### config.mk
export PLATFORM = sky130hd
export DESIGN_NAME = wdt_guard
export DESIGN_NICKNAME = d
export VERILOG_FILES = /design/src/rtl/wdt_pkg.sv /design/src/rtl/wdt_unlock_window.sv /design/src/rtl/wdt_ctrl_reg.sv /design/src/rtl/wdt_timeout_core.sv /design/src/rtl/wdt_guard.sv
export SDC_FILE = /design/constraint.sdc
export NUM_CORES = 1
export LEC_CHECK = 0
export BUFFER_PORTS_ARGS = -buffer_cell sky130_fd_sc_hd__buf_4
export CORE_MARGIN = 5
export CORE_UTILIZATION = 40
export CTS_CLUSTER_DIAMETER = 120
export DETAILED_ROUTE_END_ITERATION = 6
export PLACE_DENSITY = 0.62
export SLEW_MARGIN = 0
export SYNTH_ARGS = -nofsm -noshare
export SYNTH_HDL_FRONTEND = slang
export SYNTH_SLANG_ARGS = --single-unit
### constraint.sdc
create_clock -name clk -period 2.4 [get_ports clk]
set_clock_uncertainty 0.05 [all_clocks]
set_input_delay 0 -clock clk [delete_from_list [all_inputs] [get_ports clk]]
set_output_delay 0 -clock clk [all_outputs]
set_load 0.01 [all_outputs]
### src/rtl/wdt_pkg.sv
// Shared types for the watchdog block.
// Assumes the 8-bit control layout: [4] unlock, [3] enable, [2:0] period select.
package wdt_pkg;

    localparam int SEL_W   = 3;
    localparam int NUM_SEL = 1 << SEL_W;
    localparam int BIT_UNL = 4;
    localparam int BIT_EN  = 3;

    typedef struct packed {
        logic             unlock;
        logic             enable;
        logic [SEL_W-1:0] sel;
    } wdt_ctrl_t;

endpackage

### src/rtl/wdt_unlock_window.sv
// Unlock window timer: raises win_open for WINDOW cycles after arm.
// A re-arm during an open window restarts the full window.
// Assumes WINDOW >= 2.
module wdt_unlock_window #(
    parameter int WINDOW = 4
) (
    input  logic clk,
    input  logic rst_n,
    input  logic arm,
    output logic win_open
);
    localparam int CW = (WINDOW > 2) ? $clog2(WINDOW) : 1;
    localparam logic [CW-1:0] LOAD = CW'(WINDOW - 1);

    logic [CW-1:0] remain;

    // Load on arm, count down while open, close after the last cycle.
    always_ff @(posedge clk) begin
        if (!rst_n) begin
            win_open <= 1'b0;
            remain   <= '0;
        end else if (arm) begin
            win_open <= 1'b1;
            remain   <= LOAD;
        end else if (win_open) begin
            if (remain == '0) begin
                win_open <= 1'b0;
            end else begin
                remain <= remain - 1'b1;
            end
        end
    end
endmodule

### src/rtl/wdt_ctrl_reg.sv
// Control register with guarded enable clear.
// Enable is set by any write with the enable bit one. It is cleared only by a
// write with the enable bit zero while the unlock window is open. Period
// select takes every write. Assumes wr_bits is already stripped of reserved bits.
module wdt_ctrl_reg
    import wdt_pkg::*;
#(
    parameter int WINDOW = 4
) (
    input  logic       clk,
    input  logic       rst_n,
    input  logic       wr_en,
    input  logic [4:0] wr_bits,
    output wdt_ctrl_t  ctrl
);
    logic arm;
    logic win_open;
    logic en_q;
    logic [SEL_W-1:0] sel_q;

    // Combined write of unlock and enable opens the window.
    always_comb arm = wr_en && wr_bits[BIT_UNL] && wr_bits[BIT_EN];

    wdt_unlock_window #(.WINDOW(WINDOW)) u_window (
        .clk      (clk),
        .rst_n    (rst_n),
        .arm      (arm),
        .win_open (win_open)
    );

    // Enable and period-select state update.
    always_ff @(posedge clk) begin
        if (!rst_n) begin
            en_q  <= 1'b0;
            sel_q <= '0;
        end else if (wr_en) begin
            sel_q <= wr_bits[SEL_W-1:0];
            if (wr_bits[BIT_EN]) begin
                en_q <= 1'b1;
            end else if (win_open) begin
                en_q <= 1'b0;
            end
        end
    end

    // Pack the visible register fields.
    always_comb begin
        ctrl.unlock = win_open;
        ctrl.enable = en_q;
        ctrl.sel    = sel_q;
    end
endmodule

### src/rtl/wdt_timeout_core.sv
// Timeout counter: counts ticks while enabled and compares against the limit
// picked by sel. The limit is 2**(BASE_LOG2+sel), one comparator per choice.
// A kick clears the count and takes priority over a timeout.
// Assumes the count is held at zero while disabled.
module wdt_timeout_core
    import wdt_pkg::*;
#(
    parameter int BASE_LOG2 = 14
) (
    input  logic             clk,
    input  logic             rst_n,
    input  logic             enable,
    input  logic [SEL_W-1:0] sel,
    input  logic             tick,
    input  logic             kick,
    output logic             reset_req
);
    localparam int CW = BASE_LOG2 + NUM_SEL;

    logic [CW-1:0]      count;
    logic [NUM_SEL-1:0] reached;
    logic               fire;

    // One threshold comparator per period choice.
    for (genvar i = 0; i < NUM_SEL; i++) begin : g_limit
        localparam logic [CW-1:0] LIMIT = CW'(1) << (BASE_LOG2 + i);
        assign reached[i] = (count >= LIMIT);
    end

    // Timeout decision; a kick wins over a timeout.
    always_comb fire = enable && reached[sel] && !kick;

    // Count update and registered reset request.
    always_ff @(posedge clk) begin
        if (!rst_n) begin
            count     <= '0;
            reset_req <= 1'b0;
        end else begin
            reset_req <= fire;
            if (!enable || kick || fire) begin
                count <= '0;
            end else if (tick) begin
                count <= count + 1'b1;
            end
        end
    end
endmodule

### src/rtl/wdt_guard.sv
// Top of the watchdog: control register plus timeout core.
// Reserved bits 7..5 read as zero and ignore writes.
module wdt_guard
    import wdt_pkg::*;
#(
    parameter int BASE_LOG2 = 14,
    parameter int WINDOW    = 4
) (
    input  logic       clk,
    input  logic       rst_n,
    input  logic       tick,
    input  logic       kick,
    input  logic       wr_en,
    input  logic [7:0] wr_data,
    output logic [7:0] rd_data,
    output logic       reset_req
);
    wdt_ctrl_t ctrl;
    logic      unused_rsvd;

    // Reserved write bits are dropped.
    assign unused_rsvd = ^wr_data[7:5];

    wdt_ctrl_reg #(.WINDOW(WINDOW)) u_ctrl (
        .clk     (clk),
        .rst_n   (rst_n),
        .wr_en   (wr_en),
        .wr_bits (wr_data[4:0]),
        .ctrl    (ctrl)
    );

    wdt_timeout_core #(.BASE_LOG2(BASE_LOG2)) u_core (
        .clk       (clk),
        .rst_n     (rst_n),
        .enable    (ctrl.enable),
        .sel       (ctrl.sel),
        .tick      (tick),
        .kick      (kick),
        .reset_req (reset_req)
    );

    // Read view of the control register.
    assign rd_data = {3'b000, ctrl.unlock, ctrl.enable, ctrl.sel};
endmodule

==> metrics.yaml <==
min_from: "wr_en"
synthArstFlopShare_pct: 0
io_pins: 22
path_class: "reg2reg"
syn_area_um2: 1470
clock-sinks: 30
synth_enable_flop_cells: 0
power_leakage_nw: 0.640
synth_xor_area_share_pct: 7.16
clkPwrFrac_pct: 46.8
synth_top_family_by_area: "simple AND/OR/NAND/NOR gates"
cts-root-buf: "clkbuf_8"
diodes: 0
fmax_ghz: 0.491
setup_viol: 0
yosysWarnings: 0
grt_use_total_pct: 13.5
die_w_um: 70.6
cts_setup_buffers: 0
arrival_ns: 2.18
num_vias: 1267
htreeDepth: 2
power.net_switching_w: 0.000228
layout-drive-gt1-share_pct: 15.4
crit_chain: "ha_1 -> nand4_1 -> or4_1 -> or3_1 -> a211oi_1"
reg2reg_slack_ns: 0.37
cp_num_buf_inv: 0
gp_congestion: 0.760
first_global_vias: 1229
firstDrtPassIters: 5
synth_cells: 164
path_clk_slew_ns: 0.06
final.setup.tns_ns: 0
hp-class: "in2reg"
seqPwrFrac_pct: 46.3
synthAdderAreaFrac_pct: 2.56
core-area_um2: 3610
power.share.combinational_pct: 6.9
hold_depth: 3
crit_fanout: 8
numCtsBuffers: 5
max-cap-violations: 0
synthMuxAreaShare_pct: 2.73
area_growth_pct: 23.3
vdd_drop_max_mv: 0.330
grt_pass1_wl_um: 5400
crit_slowest_cell: "or4_1"
hpwl_um: 2100
status: "completed"
synth_compound_area_share_pct: 13.0
power_density_nw_per_um2: 612
cts_hold_buf: 10
crit_family: "simple AND/OR/NAND/NOR gates"
cts_tree: "done"
drcViolationCount: 0
pre_cts_ws_ns: 0.370
avgRoutedWirePerCell_um: 13.2
holdPathEnd: "u_ctrl.u_window.remain[0]"
yosys.area_share.simple_pct: 26.9
grt_remaining_overflow: 0
clock_latency_ns: 0.29
p_int_w: 0.000879
postRouteAntennaNets: 0
dr.first_iter.drc_count: 28
crit_path_end_kind: "flop"
dieHeight_um: 70.6
required_ns: 2.55
finalWorstSetupSlack_ns: 0.365
avgSynthCellArea_um2: 8.95
grt_max_degree: 24
synth_cell_type_count: 35
cts-resized-gates: 0
fin_crit_sh_pct: 84.8
yosysSeqAreaShare_pct: 40.9
rsz0062_at_grt: "no"
route.detailed.vias_per_inst: 5.37
wirelength_um: 3110
fin_crit_ns: 2.03
switching_share_pct: 20.6
ys_ff_latch: 30
rr_worst_depth: 5
final-hold-violation-count: 0
synthFlopType: "dfxtp_1"
regToRegEndpoint: "u_core.count[20]"
core.rowCount: 22
cp-start-kind: "flop"
dieArea_um2: 4980
reg2reg_from: "u_core.count[0]"
critPathMaxStageDelay_ns: 0.55
fin_nets: 204
drv_slew: 0
antenna_found_initial: 0
cts.path.max_buffers: 2
portBuffers: 15
start_util_pct: 40.7
cell usage in the layout, fill, tap and decap left out, types with 4 or more instances in the layout:
cell,instances
or3_1,9
nand4_1,5
o21ai_0,10
mux2i_1,4
buf_4,17
clkbuf_8,6
a211oi_1,10
xor2_1,6
xnor2_1,6
dlygate4sd3_1,10
dfxtp_1,30
inv_1,8
nand2_1,10
nor2b_1,9
nor3_1,13
registers in the layout (all words and copies together), names as in the netlist:
name,count
u_ctrl.u_window.win_open,1
u_ctrl.en_q,1
u_ctrl.sel_q,3
u_core.count,22
u_ctrl.u_window.remain,2
u_core.reset_req,1
power groups by stage:
stage                     registers [W]  clock network, W  logic [W]
after global placement         0.000522                 0  0.0000598
after global routing           0.000513          0.000562  0.0000841
after CTS                      0.000512          0.000531  0.0000760
after floorplan                0.000523                 0  0.0000384
after detailed placement       0.000523                 0  0.0000624
final                          0.000512          0.000518  0.0000764
cell type report:
| cell class | count | area, µm² |
|---|---|---|
| fill | 348 | 1800 |
| timing repair buffer | 27 | 228 |
| clock buffer | 6 | 82.6 |
| clock inverter | 1 | 30.0 |
| inverter | 8 | 30.0 |
| tap | 48 | 60.1 |
| multi-input combinational | 116 | 778 |
| sequential | 30 | 601 |
worst min-delay path: cells and delay by family:
kind	cells	cell delay (ns)
AO/OA/AOI/OAI	1	0.07
buffers and inverters	1	0.14
AND/OR/NAND/NOR	1	0.08
Yosys cell counts, types with 3 or more instances:
| cell | number | share of area [%] |
|---|---|---|
| nor3_1 | 13 | 4.4 |
| and4_1 | 3 | 1.8 |
| xnor2_1 | 6 | 3.6 |
| o21bai_1 | 3 | 1.5 |
| inv_1 | 8 | 2.0 |
| dfxtp_1 | 30 | 41 |
| nand3_1 | 3 | 1.0 |
| nand2_1 | 10 | 2.6 |
| xor2_1 | 6 | 3.6 |
| nor2b_1 | 9 | 3.8 |
| a211oi_1 | 10 | 5.1 |
| o21ai_0 | 10 | 3.4 |
| or3_1 | 9 | 3.8 |
| clkbuf_1 | 5 | 1.3 |
| nand4_1 | 5 | 2.1 |
| or4_1 | 3 | 1.5 |
| buf_4 | 5 | 2.6 |
| ha_1 | 3 | 2.6 |
| mux2i_1 | 4 | 2.7 |
routing by layer:
metal | vias up | GRT usage [%] | part of all wire [%]
met5 | - | 0 | 0
met4 | 0 | 8.35 | 2.3
met3 | 7 | 4.12 | 5.3
met2 | 31 | 22.9 | 50
met1 | 605 | 14.8 | 43
li1 | 624 | - | -
cell families after synthesis:
family	Yosys count
AND/OR/NAND/NOR	65
multiplexers	4
AO/OA/AOI/OAI	29
adder cells (fa/ha/maj)	3
flip-flops	30
buffers and inverters	20
other	1
XOR/XNOR	12
how the worst max path moves through the flow:
stage	startpoint	to	slack (ns)	cells past startpoint
floorplan	u_core.count[0]	u_core.count[16]	0.56	6
global placement	u_core.count[0]	u_core.count[20]	0.46	5
detailed placement	u_core.count[0]	u_core.count[20]	0.37	5
CTS	u_core.count[0]	u_core.count[20]	0.36	5
global route	u_core.count[0]	u_core.count[20]	0.26	5
finish	u_core.count[0]	u_core.count[20]	0.37	5
per-stage QoR:
stage                     power (W)  instances  utilization (%)  hold slack (ns)  cell area [µm²]
after floorplan            0.000561        166                -           0.0782             1480
after global placement     0.000582        219             44.3            0.215             1600
after detailed placement   0.000586        219             44.3            0.222             1600
after CTS                   0.00112        236             50.2          0.00993             1810
after global routing        0.00116        236             50.2           0.0280             1810
final                       0.00111        236             50.2           0.0115             1810
No activity file was read; power rests on OpenSTA's default activity.
